--- config.mk ---
export PLATFORM = sky130hd
export DESIGN_NAME = uart_rx_core
export DESIGN_NICKNAME = d
export VERILOG_FILES = /design/src/rtl/uart_rx_pkg.sv /design/src/rtl/rx_tick_div.sv /design/src/rtl/rx_frame_fsm.sv /design/src/rtl/rx_status_buf.sv /design/src/rtl/uart_rx_core.sv
export SDC_FILE = /design/constraint.sdc
export NUM_CORES = 1
export LEC_CHECK = 0
export BUFFER_PORTS_ARGS = -buffer_cell sky130_fd_sc_hd__buf_4
export CORE_UTILIZATION = 28
export DETAILED_ROUTE_END_ITERATION = 12
export GPL_TIMING_DRIVEN = 0
export HOLD_SLACK_MARGIN = 0.06
export PLACE_DENSITY_LB_ADDON = 0.12
export SYNTH_ARGS = -nofsm -noshare
export SYNTH_HDL_FRONTEND = slang
export SYNTH_SLANG_ARGS = --single-unit
--- constraint.sdc ---
create_clock -name clk -period 2.15 [get_ports clk]
set_input_delay 0.1075 -clock clk [delete_from_list [all_inputs] [get_ports clk]]
set_output_delay 0.1075 -clock clk [all_outputs]
set_load 0.1 [all_outputs]
--- src/rtl/uart_rx_pkg.sv ---
package uart_rx_pkg;

  typedef enum logic [2:0] {
    RX_IDLE,
    RX_START,
    RX_DATA,
    RX_PAR,
    RX_STOP1,
    RX_STOP2
  } rx_state_e;

  localparam int CHAR_W = 8;

  typedef struct packed {
    logic [CHAR_W-1:0] data;
    logic              par_bad;
    logic              stop_bad;
  } rx_char_t;

endpackage

--- src/rtl/rx_tick_div.sv ---
module rx_tick_div #(
  parameter int DIV_W = 8
) (
  input  logic             clk,
  input  logic             rst,
  input  logic             en,
  input  logic [DIV_W-1:0] div_n,
  output logic             tick
);

  logic [DIV_W-1:0] cnt_q;

  always_ff @(posedge clk) begin
    if (rst || !en) begin
      cnt_q <= '0;
      tick  <= 1'b0;
    end else if (cnt_q >= div_n) begin
      cnt_q <= '0;
      tick  <= 1'b1;
    end else begin
      cnt_q <= cnt_q + DIV_W'(1);
      tick  <= 1'b0;
    end
  end


  tick_spacing_chk: assert property (@(posedge clk) disable iff (rst)
    (div_n != '0 && tick) |=> !tick);

endmodule

--- src/rtl/rx_frame_fsm.sv ---
module rx_frame_fsm
  import uart_rx_pkg::*;
#(
  parameter int OS_W   = 4,
  parameter int DATA_W = CHAR_W
) (
  input  logic     clk,
  input  logic     rst,
  input  logic     en,
  input  logic     tick,
  input  logic     rxd,
  input  logic     cfg_7bit,
  input  logic     cfg_par_en,
  input  logic     cfg_par_odd,
  input  logic     cfg_two_stop,
  output logic     char_done,
  output rx_char_t char_out
);

  localparam int IDX_W = $clog2(DATA_W);
  localparam logic [OS_W-1:0] OS_LAST = OS_W'((1 << OS_W) - 1);
  localparam logic [OS_W-1:0] OS_MID  = OS_W'((1 << (OS_W - 1)) - 1);

  rx_state_e         state_q;
  logic [1:0]        sync_q;
  logic              rx_s;
  logic [OS_W-1:0]   os_q;
  logic [IDX_W-1:0]  idx_q;
  logic [IDX_W-1:0]  last_idx;
  logic [DATA_W-1:0] sh_q;
  logic              acc_q;
  logic              perr_q;
  logic              ferr_q;
  logic              done_q;

  assign rx_s     = sync_q[1];
  assign last_idx = cfg_7bit ? IDX_W'(DATA_W - 2) : IDX_W'(DATA_W - 1);

  always_ff @(posedge clk) begin
    if (rst || !en) begin
      sync_q <= 2'b11;
    end else begin
      sync_q <= {sync_q[0], rxd};
    end
  end

  always_ff @(posedge clk) begin
    if (rst || !en) begin
      state_q <= RX_IDLE;
      os_q    <= '0;
      idx_q   <= '0;
      sh_q    <= '0;
      acc_q   <= 1'b0;
      perr_q  <= 1'b0;
      ferr_q  <= 1'b0;
      done_q  <= 1'b0;
    end else begin
      done_q <= 1'b0;
      if (tick) begin
        case (state_q)
          RX_IDLE: begin
            if (!rx_s) begin
              state_q <= RX_START;
              os_q    <= '0;
            end
          end
          RX_START: begin
            if (os_q == OS_MID) begin
              os_q <= '0;
              if (rx_s) begin
                state_q <= RX_IDLE;
              end else begin
                state_q <= RX_DATA;
                idx_q   <= '0;
                sh_q    <= '0;
                acc_q   <= 1'b0;
                perr_q  <= 1'b0;
              end
            end else begin
              os_q <= os_q + OS_W'(1);
            end
          end
          RX_DATA: begin
            if (os_q == OS_LAST) begin
              os_q        <= '0;
              sh_q[idx_q] <= rx_s;
              acc_q       <= acc_q ^ rx_s;
              if (idx_q == last_idx) begin
                state_q <= cfg_par_en ? RX_PAR : RX_STOP1;
              end else begin
                idx_q <= idx_q + IDX_W'(1);
              end
            end else begin
              os_q <= os_q + OS_W'(1);
            end
          end
          RX_PAR: begin
            if (os_q == OS_LAST) begin
              os_q    <= '0;
              perr_q  <= ((acc_q ^ rx_s) != cfg_par_odd);
              state_q <= RX_STOP1;
            end else begin
              os_q <= os_q + OS_W'(1);
            end
          end
          RX_STOP1: begin
            if (os_q == OS_LAST) begin
              os_q    <= '0;
              ferr_q  <= !rx_s;
              done_q  <= 1'b1;
              state_q <= cfg_two_stop ? RX_STOP2 : RX_IDLE;
            end else begin
              os_q <= os_q + OS_W'(1);
            end
          end
          RX_STOP2: begin
            if (os_q == OS_LAST) begin
              os_q    <= '0;
              state_q <= RX_IDLE;
            end else begin
              os_q <= os_q + OS_W'(1);
            end
          end
          default: state_q <= RX_IDLE;
        endcase
      end
    end
  end

  assign char_done         = done_q;
  assign char_out.data     = sh_q;
  assign char_out.par_bad  = perr_q;
  assign char_out.stop_bad = ferr_q;


  done_pulse_chk: assert property (@(posedge clk) disable iff (rst)
    char_done |=> !char_done);


  start_abort_chk: assert property (@(posedge clk) disable iff (rst)
    (state_q == RX_START && tick && os_q == OS_MID && rx_s) |=> !char_done);

endmodule

--- src/rtl/rx_status_buf.sv ---
module rx_status_buf
  import uart_rx_pkg::*;
#(
  parameter int DATA_W = CHAR_W
) (
  input  logic              clk,
  input  logic              rst,
  input  logic              en,
  input  logic              char_done,
  input  rx_char_t          char_in,
  input  logic              cfg_7bit,
  input  logic              rd_buf,
  input  logic              wr_status,
  output logic [DATA_W-1:0] rx_data,
  output logic              buf_full,
  output logic              ovr_err,
  output logic              par_err,
  output logic              frm_err,
  output logic              sum_err,
  output logic              rx_irq
);

  logic [DATA_W-1:0] data_d;
  logic full_d, ovr_d, par_d, frm_d, sum_d, irq_d;
  logic ovr_b, par_b, frm_b, sum_b, ovr_new;

  always_comb begin
    ovr_b   = wr_status ? 1'b0 : ovr_err;
    par_b   = wr_status ? 1'b0 : par_err;
    frm_b   = wr_status ? 1'b0 : frm_err;
    sum_b   = wr_status ? 1'b0 : sum_err;
    ovr_new = buf_full && !rd_buf;
    data_d  = rx_data;
    full_d  = buf_full && !rd_buf;
    ovr_d   = ovr_b;
    par_d   = par_b;
    frm_d   = frm_b;
    sum_d   = sum_b;
    if (!en) begin
      full_d = 1'b0;
      ovr_d  = 1'b0;
      par_d  = 1'b0;
      frm_d  = 1'b0;
      sum_d  = 1'b0;
    end else if (char_done) begin
      data_d = cfg_7bit ? {1'b0, char_in.data[DATA_W-2:0]} : char_in.data;
      full_d = 1'b1;
      ovr_d  = ovr_b | ovr_new;
      par_d  = par_b | char_in.par_bad;
      frm_d  = frm_b | char_in.stop_bad;
      sum_d  = sum_b | ovr_new | char_in.par_bad | char_in.stop_bad;
    end
    irq_d = full_d && !buf_full;
  end

  always_ff @(posedge clk) begin
    if (rst) begin
      rx_data  <= '0;
      buf_full <= 1'b0;
      ovr_err  <= 1'b0;
      par_err  <= 1'b0;
      frm_err  <= 1'b0;
      sum_err  <= 1'b0;
      rx_irq   <= 1'b0;
    end else begin
      rx_data  <= data_d;
      buf_full <= full_d;
      ovr_err  <= ovr_d;
      par_err  <= par_d;
      frm_err  <= frm_d;
      sum_err  <= sum_d;
      rx_irq   <= irq_d;
    end
  end


  seven_bit_msb_chk: assert property (@(posedge clk) disable iff (rst)
    (en && char_done && cfg_7bit) |=> !rx_data[DATA_W-1]);


  fill_on_done_chk: assert property (@(posedge clk) disable iff (rst)
    (en && char_done) |=> buf_full);


  overrun_set_chk: assert property (@(posedge clk) disable iff (rst)
    (en && char_done && buf_full && !rd_buf) |=> (ovr_err && buf_full));


  read_empty_chk: assert property (@(posedge clk) disable iff (rst)
    (rd_buf && !char_done) |=> !buf_full);


  status_clear_chk: assert property (@(posedge clk) disable iff (rst)
    (en && wr_status && !char_done && !rd_buf) |=>
      (!ovr_err && !par_err && !frm_err && !sum_err && $stable(buf_full)));


  disable_clear_chk: assert property (@(posedge clk) disable iff (rst)
    !en |=> (!buf_full && !ovr_err && !par_err && !frm_err && !sum_err));


  irq_on_rise_chk: assert property (@(posedge clk) disable iff (rst)
    $rose(buf_full) |-> rx_irq);


  irq_needs_full_chk: assert property (@(posedge clk) disable iff (rst)
    rx_irq |-> buf_full);


  sum_is_or_chk: assert property (@(posedge clk) disable iff (rst)
    sum_err |-> (ovr_err || par_err || frm_err));

endmodule

--- src/rtl/uart_rx_core.sv ---
module uart_rx_core
  import uart_rx_pkg::*;
#(
  parameter int DATA_W = CHAR_W,
  parameter int DIV_W  = 8,
  parameter int OS_W   = 4
) (
  input  logic              clk,
  input  logic              rst,
  input  logic              en,
  input  logic [DIV_W-1:0]  div_n,
  input  logic              cfg_7bit,
  input  logic              cfg_par_en,
  input  logic              cfg_par_odd,
  input  logic              cfg_two_stop,
  input  logic              rxd,
  input  logic              rd_buf,
  input  logic              wr_status,
  output logic [DATA_W-1:0] rx_data,
  output logic              buf_full,
  output logic              ovr_err,
  output logic              par_err,
  output logic              frm_err,
  output logic              sum_err,
  output logic              rx_irq
);

  logic     tick;
  logic     char_done;
  rx_char_t char_bus;

  rx_tick_div #(.DIV_W(DIV_W)) u_div (
    .clk   (clk),
    .rst   (rst),
    .en    (en),
    .div_n (div_n),
    .tick  (tick)
  );

  rx_frame_fsm #(.OS_W(OS_W), .DATA_W(DATA_W)) u_fsm (
    .clk          (clk),
    .rst          (rst),
    .en           (en),
    .tick         (tick),
    .rxd          (rxd),
    .cfg_7bit     (cfg_7bit),
    .cfg_par_en   (cfg_par_en),
    .cfg_par_odd  (cfg_par_odd),
    .cfg_two_stop (cfg_two_stop),
    .char_done    (char_done),
    .char_out     (char_bus)
  );

  rx_status_buf #(.DATA_W(DATA_W)) u_stat (
    .clk       (clk),
    .rst       (rst),
    .en        (en),
    .char_done (char_done),
    .char_in   (char_bus),
    .cfg_7bit  (cfg_7bit),
    .rd_buf    (rd_buf),
    .wr_status (wr_status),
    .rx_data   (rx_data),
    .buf_full  (buf_full),
    .ovr_err   (ovr_err),
    .par_err   (par_err),
    .frm_err   (frm_err),
    .sum_err   (sum_err),
    .rx_irq    (rx_irq)
  );

endmodule

==> results of run 1 <==
critical path: stages (launching register included):
cell	delay, ns
dfxtp_1	0.40
ha_1	0.28
nand2_1	0.14
o311ai_4	0.40
o2111ai_4	0.21
or3_1	0.41
a21oi_2	0.11
cell type report:
cell class | instances | share of cell area [%]
plain buffers | 14 | 2.12
clock buffers | 6 | 2.98
clock inverters | 2 | 0.587
inverters | 15 | 2.03
multi-input cells | 204 | 45.5
flip-flops and latches | 47 | 33.9
well taps | 102 | 4.60
repair buffers | 30 | 8.21
cell usage in the layout, fill, tap and decap left out, types with 3 or more instances in the layout:
cell type | synthesis | routed
inv_1 | 15 | 15
a21oi_1 | 36 | 36
o21ai_0 | 12 | 12
xnor2_1 | 5 | 5
nand3_1 | 16 | 16
clkbuf_1 | 10 | 10
nor2_1 | 34 | 34
nand2b_1 | 4 | 4
xor2_1 | 4 | 4
a22oi_1 | 4 | 4
buf_4 | 1 | 30
a211oi_1 | 3 | 3
nor3_1 | 4 | 4
clkbuf_8 | 0 | 6
nor2b_1 | 4 | 4
ha_1 | 11 | 11
or4b_1 | 3 | 3
nand2_1 | 22 | 22
nand4_1 | 5 | 5
or3_1 | 3 | 3
nand3b_1 | 3 | 3
dfxtp_1 | 47 | 47
power groups by stage:
| stage | Sequential, mW | Clock [mW] | Combinational, mW |
|---|---|---|---|
| floorplan | 0.895 | 0 | 0.0357 |
| detailed placement | 0.896 | 0 | 0.0712 |
| finish | 0.876 | 0.572 | 0.0711 |
| CTS | 0.876 | 0.603 | 0.0731 |
| global route | 0.877 | 0.641 | 0.0815 |
| global placement | 0.896 | 0 | 0.0715 |
cell families (layout without fill, tap and decap cells):
| kind of cell | after synthesis | in the layout | share of synthesized area, % |
|---|---|---|---|
| xor+xnor | 9 | 9 | 3.40 |
| flops | 47 | 47 | 40.6 |
| compound gates | 70 | 70 | 19.3 |
| buf+inv | 29 | 67 | 4.96 |
| fa+ha+maj | 11 | 11 | 5.94 |
| mux | 1 | 1 | 0.432 |
| simple gates | 113 | 113 | 25.4 |
flip-flops by register name, indices dropped and copies added, names as in the netlist, 2 cells and up:
register        cells
u_fsm.os_q          4
u_fsm.sh_q          8
u_fsm.idx_q         3
u_stat.rx_data      8
u_fsm.state_q       3
u_fsm.sync_q        2
u_div.cnt_q         8
metal layers:
layer  vias to the layer above  share of wire (%)
met5                         -                  0
met4                         0                1.1
met3                         7                2.9
met2                        32                 49
met1                       934                 47
li1                       1060                  -
final timing paths:
check	from	to	slack (ns)	cells past startpoint
max	u_fsm.os_q[0]	u_fsm.state_q[0]	0.12	6
min	wr_status	u_stat.sum_err	0.11	4
max reg2reg	u_fsm.os_q[0]	u_fsm.state_q[0]	0.12	6
min reg2reg	u_fsm.sync_q[0]	u_fsm.sync_q[1]	0.42	1
per-stage QoR:
| step | util (%) | worst slack (ns) | instance area (um2) |
|---|---|---|---|
| after floorplan | - | 0.377 | 2320 |
| after global placement | 33.9 | 0.183 | 2660 |
| after detailed placement | 33.9 | 0.116 | 2660 |
| after CTS | 35.3 | 0.114 | 2770 |
| after global routing | 35.3 | 0.00545 | 2770 |
| final | 35.3 | 0.123 | 2770 |
==> metrics.cfg, run 1 <==
[outcome]
status=finished, final reports clean

[synth]
async_reset_ff_share_pct=0
synth_edf_count=0
yosys-top-cells-area=dfxtp_1 (41%), a21oi_1 (7.8%), ha_1 (5.9%), nor2_1 (5.5%), nand2_1 (3.6%)
yosys_warnings=0
netlist.area_leader.share_pct=40.6
synth_largest_area_cell=dfxtp_1
synth_fp_nets=309
netlist_area_um2=2320
synth_common_cells=dfxtp_1 (47), a21oi_1 (36), nor2_1 (34), nand2_1 (22), nand3_1 (16)
synth_flop_cell=dfxtp_1
ys_types=48
synth-seq-cells=47
synthCells=280
synth.most_common_cell=dfxtp_1
avgSynthCellArea_um2=8.28
yosysSeqAreaShare_pct=40.6

[detailed_routing]
drt-total-wl_mm=5.23
wl_per_cell_um=12.4
viasPerCell=4.84
ant_nets=0
drc_errors=0
dr.pass1.iters=4
drt_iter0_drc=51
routed-via-count=2033

[hold_path]
worstHoldPathType=primary input to flop

[clock_tree]
cts_tree=done
postCtsHoldBufs=1
insertion_delay_ns=0.30
clkTransAtPathRegs_ns=0.09
post-cts-setup-buffer-count=0
cts.htree.levels=2
cts_sinks=47
clk_path_buf_depth=2
cts_root_buffer=clkbuf_8
numCtsBuffers=5
cts_resized=0

[global_route]
grt.met2_usage_pct=21.4
use_met3_pct=2.68
grt_overflow=0
track_usage_pct=13.0
antenna_found_initial=0
grt_max_degree=16
grt_use_met1_pct=17.0
grt_pass1_wl_mm=8.89
grt_busiest_layer=met2
grt_pass1_vias=1875

[power]
leakage_nw=1.04
irDropWorstVdd_mv=0.280
clkPwrFrac_pct=37.7
power.density_nw_per_um2=548
p_int_mw=1.17
p_switching_mw=0.350
finalPower_mw=1.52
seq_power_share_pct=57.6
netSwitchingFraction_pct=23.1
p_comb_share_pct=4.7

[finish]
n_antenna_cell=0
multi_input_area_um2=1260
drive_above_1_share_pct=15.1
nets=346
layoutNonFillerInstCount=420
ff_latch_area_um2=941
final.fill_count=862
synthToLayoutAreaGrowth_pct=19.6

[timing]
finalSetupTns_ns=0
clock.fmax_ghz=0.493
fin_crit_ns=2.03
hold_viol=0
fin_hold_ws_ns=0.110
post-route-period-util_pct=94.3
slew_headroom_pct=62.5
skew_ns=0.00768
worstMarginPinSlew_ns=0.563
timing.final.max_slew_violations=0
grt_setup_unrepaired=no
setup_viol=0

[floorplan]
io_pins=32
die_w_um=93.0
core_um2=7850
rows=32
die_h_um=93.0
initial_core_util_pct=29.5
die_area_um2=8650

[setup_path]
crit_path_end_kind=flop
crit_required_ns=2.38
critical_path_class=flop to flop
crit_fanout=6
worstPathArrival_ns=2.26
critPathLaunchType=flop

[place]
dp_cells=411
hpwl_mm=3.82
gp_congestion=0.761
numPortBuffers=29

[run]
drv_cap=0

Note: power is estimated with default switching activity, not from simulation.
==> run 2, diff against run 1 <==
--- a/config.mk
+++ b/config.mk
@@ -6,11 +6,13 @@
 export NUM_CORES = 1
 export LEC_CHECK = 0
 export BUFFER_PORTS_ARGS = -buffer_cell sky130_fd_sc_hd__buf_4
+export CORE_MARGIN = 4
 export CORE_UTILIZATION = 28
+export CTS_BUF_LIST = sky130_fd_sc_hd__clkbuf_2 sky130_fd_sc_hd__clkbuf_4 sky130_fd_sc_hd__clkbuf_8
 export DETAILED_ROUTE_END_ITERATION = 12
 export GPL_TIMING_DRIVEN = 0
 export HOLD_SLACK_MARGIN = 0.06
-export PLACE_DENSITY_LB_ADDON = 0.12
+export PLACE_DENSITY_LB_ADDON = 0.08
 export SYNTH_ARGS = -nofsm -noshare
 export SYNTH_HDL_FRONTEND = slang
 export SYNTH_SLANG_ARGS = --single-unit
==> run 2 against run 1 <==
  * Via count shrank 1.3%
  * Critical path depth stayed put
  * Count of clock-buffer cells in the layout stayed put
  * Worst hold slack got worse by 0.0095 ns
  * Worst setup slack gained 0.056 ns
==> metrics.cfg, run 2 (synthesized netlist as in run 1, its figures left out) <==
[outcome]
status=finished, final reports clean

[setup_path]
ff2ff_path_depth=6
critical_path_class=flop to flop
timing.rr.end=u_fsm.state_q[0]
r2r-start=u_fsm.os_q[0]
crit_required_ns=2.39
worstPathArrival_ns=2.21
critPathLaunchType=flop
crit_path_end_kind=flop
crit_slowest_cell=dfxtp_1
crit_fanout=6
slowest_delay_ns=0.40
path_cells=ha_1 > nand2_1 > o311ai_4 > o2111ai_4 > or3_1 > a21oi_2
r2r_slack_ns=0.18

[clock_tree]
cts_resized=0
cts_root_buffer=clkbuf_8
post-cts-setup-buffer-count=0
postCtsHoldBufs=1
clk_path_buf_depth=2
numCtsBuffers=5
clkTransAtPathRegs_ns=0.09
insertion_delay_ns=0.30
cts.htree.levels=2
cts_sinks=47
cts_tree=done

[place]
pre_cts_ws_ns=0.200
gp_congestion=0.800
hpwl_mm=4.03
numPortBuffers=29
dp_cells=411

[timing]
slew_headroom_pct=61.1
fin_crit_ns=1.97
finalSetupTns_ns=0
timing.final.max_slew_violations=0
clock.fmax_ghz=0.508
worstMarginPinSlew_ns=0.583
grt_setup_unrepaired=no
skew_ns=0.0107
setup_viol=0
layout_setup_ws_ns=0.180
post-route-period-util_pct=91.6
hold_viol=0

[detailed_routing]
ant_nets=0
drt-total-wl_mm=5.58
wl_per_cell_um=13.3
routed-via-count=2007
dr.pass1.iters=5
viasPerCell=4.78
drt_iter0_drc=77
drc_errors=0

[floorplan]
die_area_um2=9800
die_h_um=99.0
io_pins=32
rows=32
die_w_um=99.0
core_um2=7890
initial_core_util_pct=29.4

[global_route]
track_usage_pct=11.9
antenna_found_initial=0
grt_max_degree=15
grt_pass1_vias=1880
grt_pass1_wl_mm=9.61
grt_overflow=0

[hold_path]
whs_endpoint=u_stat.sum_err
min_path_cells=4
worstHoldStart=wr_status
worstHoldPathType=primary input to flop

[power]
power.density_nw_per_um2=543
leakage_nw=1.04
irDropWorstVdd_mv=0.190

[finish]
layout_common_cells=dfxtp_1 (47), a21oi_1 (36), nor2_1 (34), buf_4 (30), nand2_1 (22)
layout_commonest_cell=dfxtp_1
n_antenna_cell=0
layoutNonFillerInstCount=420
nets=346
drive_above_1_share_pct=15.1
synthToLayoutAreaGrowth_pct=19.2
reg_top3=u_div.cnt_q x8, u_fsm.sh_q x8, u_stat.rx_data x8

[run]
drv_cap=0

[run 2: cell counts in the layout (fill, tap and decap cells not counted)]
No cell type changed its count.
[run 2: worst max path at each step]
| stage | start | end | slack [ns] | cells past startpoint |
|---|---|---|---|---|
| floorplan | u_fsm.os_q[0] | u_fsm.state_q[0] | 0.38 | 6 |
| detailed placement | u_fsm.os_q[0] | u_fsm.state_q[0] | 0.20 | 6 |
| CTS | u_fsm.os_q[0] | u_fsm.state_q[0] | 0.17 | 6 |
| global placement | u_fsm.os_q[0] | u_fsm.state_q[0] | 0.18 | 6 |
| finish | u_fsm.os_q[0] | u_fsm.state_q[0] | 0.18 | 6 |
| global route | u_div.cnt_q[0] | u_div.cnt_q[6] | 0.0007 | 7 |
[run 2: critical path, delay by kind of cell, from the launching register on]
family | cells | cell delay (ns)
fa+ha+maj | 1 | 0.27
compound gates | 3 | 0.72
simple gates | 2 | 0.52
flops | 1 | 0.40
[run 2: per-layer routing]
metal	wire (um)	global-route usage, %	share of wire, %	vias to the layer above
li1	-	-	-	1059
met1	3140	18.5	56	912
met2	2230	16.3	40	29
met3	156	2.41	2.8	7
met4	66	3.78	1.2	0
met5	0	0	0	-
[run 2: stage by stage]
| step | total power [mW] | cell area [um2] | util [%] | hold WS (ns) |
|---|---|---|---|---|
| finish | 1.50 | 2760 | 35.0 | 0.101 |
| CTS | 1.53 | 2760 | 35.0 | 0.100 |
| global route | 1.57 | 2760 | 35.0 | 0.140 |
| floorplan | 0.931 | 2320 | - | 0.214 |
| global placement | 0.969 | 2660 | 33.8 | 0.312 |
| detailed placement | 0.968 | 2660 | 33.8 | 0.311 |
[run 2: area by class of cell]
class / instances / area [um2]
clock buffers: 6 / 76.3
clock inverters: 2 / 12.5
fillers: 846 / 5120
multi-input cells: 204 / 1260
plain buffers: 14 / 58.8
repair buffers: 30 / 228
well taps: 102 / 128
inverters: 15 / 56.3
flip-flops and latches: 47 / 941
[run 2: report_power, final]
part / internal [mW] / switching (mW) / total (mW)
clock network: 0.241 / 0.313 / 0.554
registers: 0.873 / 0.00326 / 0.876
logic: 0.0333 / 0.0386 / 0.0719
==> run 3, diff against run 2 <==
--- a/config.mk
+++ b/config.mk
@@ -15,4 +15,5 @@
 export PLACE_DENSITY_LB_ADDON = 0.08
 export SYNTH_ARGS = -nofsm -noshare
 export SYNTH_HDL_FRONTEND = slang
+export SYNTH_HIERARCHICAL = 1
 export SYNTH_SLANG_ARGS = --single-unit
==> run 3 against run 2 <==
  * Sequential share of layout area is 2.8 points lower
  * Register-to-register slack better by 0.09 ns
  * Synthesized area is 9.4% higher
  * Routed wire length is 3.0% higher
  * Via count is 6.0% higher
  * Largest cell class unchanged
==> metrics.cfg, run 3 <==
[place]
pre_cts_ws_ns=0.170
dp_cells=430
hpwl_mm=4.44
gp_congestion=0.730
numPortBuffers=31

[setup_path]
r2r_slack_ns=0.27
critPathLaunchType=flop
critical_path_class=flop to flop
crit_required_ns=2.37
worstPathArrival_ns=2.10
crit_fanout=9
ff2ff_path_depth=4
timing.rr.end=u_fsm/sh_q[1]
crit_path_end_kind=flop
r2r-start=u_fsm/os_q[0]

[clock_tree]
post-cts-setup-buffer-count=0
cts.htree.levels=2
clk_path_buf_depth=2
cts_tree=done
numCtsBuffers=5
insertion_delay_ns=0.30
cts_root_buffer=clkbuf_8
cts_sinks=47
clkTransAtPathRegs_ns=0.09

[synth]
synth_edf_count=0
synth.most_common_cell=dfxtp_1
async_reset_ff_share_pct=0
netlist.area_leader.share_pct=37.1
synth_common_cells=dfxtp_1 (47), nand2_1 (30), a21oi_1 (20), nand3_1 (16), nor2_1 (16)
synthCells=291
netlist_area_um2=2540
synth_flop_cell=dfxtp_1
yosys-top-cells-area=dfxtp_1 (37%), ha_1 (5.4%), nand2_1 (4.4%), a21oi_1 (3.9%), nand3_1 (3.2%)
synth_fp_nets=320
yosys_warnings=6
avgSynthCellArea_um2=8.72
synth_largest_area_cell=dfxtp_1
yosysSeqAreaShare_pct=37.1
ys_types=59
synth-seq-cells=47

[floorplan]
die_w_um=103
io_pins=32
initial_core_util_pct=29.0
rows=34
die_area_um2=10600
die_h_um=103
core_um2=8760

[global_route]
grt_pass1_wl_mm=10.0
grt_pass1_vias=2098
antenna_found_initial=0
grt_max_degree=15
grt_overflow=0
track_usage_pct=11.7

[finish]
drive_above_1_share_pct=20.5
nets=359
final.fill_count=956
layout_commonest_cell=dfxtp_1
n_antenna_cell=0
ff_latch_area_um2=941
synthToLayoutAreaGrowth_pct=18.6
layoutNonFillerInstCount=439
layout_common_cells=dfxtp_1 (47), buf_4 (36), nand2_1 (30), a21oi_1 (20)
reg_top3=u_div/cnt_q x8, u_fsm/sh_q x8, u_stat/rx_data x8
multi_input_area_um2=1430

[hold_path]
worstHoldPathType=primary input to flop
worstHoldStart=rd_buf
min_path_cells=4
whs_endpoint=u_stat/buf_full

[timing]
finalSetupTns_ns=0
clock.fmax_ghz=0.533
fin_crit_ns=1.88
hold_viol=0
setup_viol=0
post-route-period-util_pct=87.3
grt_setup_unrepaired=no
slew_headroom_pct=64.1
worstMarginPinSlew_ns=0.533
timing.final.max_slew_violations=0
skew_ns=0.00456
layout_setup_ws_ns=0.274

[power]
power.density_nw_per_um2=503
finalPower_mw=1.51
leakage_nw=1.15
irDropWorstVdd_mv=0.227

[outcome]
status=finished, final reports clean

[detailed_routing]
routed-via-count=2127
viasPerCell=4.85
drt-total-wl_mm=5.75
ant_nets=0
wl_per_cell_um=13.1
dr.pass1.iters=4
drc_errors=0
drt_iter0_drc=109

[run]
drv_cap=0

run 3: cell types whose count changed after synthesis, moves of 3 or more:
cell      previous run  this run
nand2_1             22        30
nor3_2               0         3
nor2_1              34        16
clkbuf_1            10         7
buf_2                2         6
o21a_1               0         3
a21oi_1             36        20
nor3_1               4        10
buf_4                1         5
mux2i_1              1         5
o211ai_1             0         4
nand2b_1             4         7
o21ai_0             12         9
run 3: cell families (layout without fill, tap and decap cells):
family          count (synthesis)  after routing  synth area share (%)
compound gates                 64             64                  18.5
xor+xnor                        9              9                  3.11
fa+ha+maj                      11             11                  5.42
buf+inv                        36             76                  6.95
flops                          47             47                  37.1
mux                             5              5                  1.97
simple gates                  119            119                  27.0
run 3: routing by layer:
| metal | part of all wire, % | wire length [um] | track usage (%) |
|---|---|---|---|
| met1 | 51 | 2910 | 16.1 |
| met2 | 44 | 2550 | 18.9 |
| met3 | 3.9 | 223 | 2.41 |
| met4 | 1.1 | 65 | 2.99 |
| met5 | 0 | 0 | 0 |
run 3: repair_timing:
| item | in CTS | in global routing |
|---|---|---|
| hold buffers | 1 | 0 |
| setup endpoints to repair | 0 | 4 |
| hold endpoints to repair | 1 | 0 |
| gates resized for setup | 0 | 1 |
run 3: final cells by class:
type / instances / area share, %
plain buffers: 21 / 3.99
repair buffers: 32 / 8.06
well taps: 108 / 4.49
inverters: 15 / 1.87
multi-input cells: 208 / 47.4
clock buffers: 6 / 2.54
flip-flops and latches: 47 / 31.3
clock inverters: 2 / 0.416
run 3: worst max-delay path by stage:
stage	start	end	slack, ns	cells past startpoint
floorplan	u_fsm/os_q[0]	u_fsm/sh_q[1]	0.57	4
global placement	u_fsm/os_q[0]	u_fsm/sh_q[6]	0.15	4
finish	u_fsm/os_q[0]	u_fsm/sh_q[1]	0.27	4
CTS	u_fsm/os_q[0]	u_fsm/sh_q[6]	0.15	4
detailed placement	u_fsm/os_q[0]	u_fsm/sh_q[6]	0.17	4
global route	u_fsm/os_q[0]	u_fsm/sh_q[1]	0.10	4
run 3: critical path: stages (launching register included):
cell,delay (ns)
dfxtp_1,0.38
ha_1,0.32
nand4_1,0.32
or4_4,0.60
o31ai_2,0.18
run 3: power breakdown:
part,total [mW],internal (mW),switching [mW]
clock network,0.541,0.240,0.301
logic,0.0983,0.0490,0.0492
registers,0.874,0.873,0.00188
run 3: per-stage QoR:
stage	cell area [um2]	utilization, %	hold slack (ns)
finish	3010	34.4	0.105
global route	3010	34.4	0.108
CTS	3000	34.3	0.0941
detailed placement	2910	33.2	0.297
global placement	2910	33.2	0.291
floorplan	2540	-	0.209
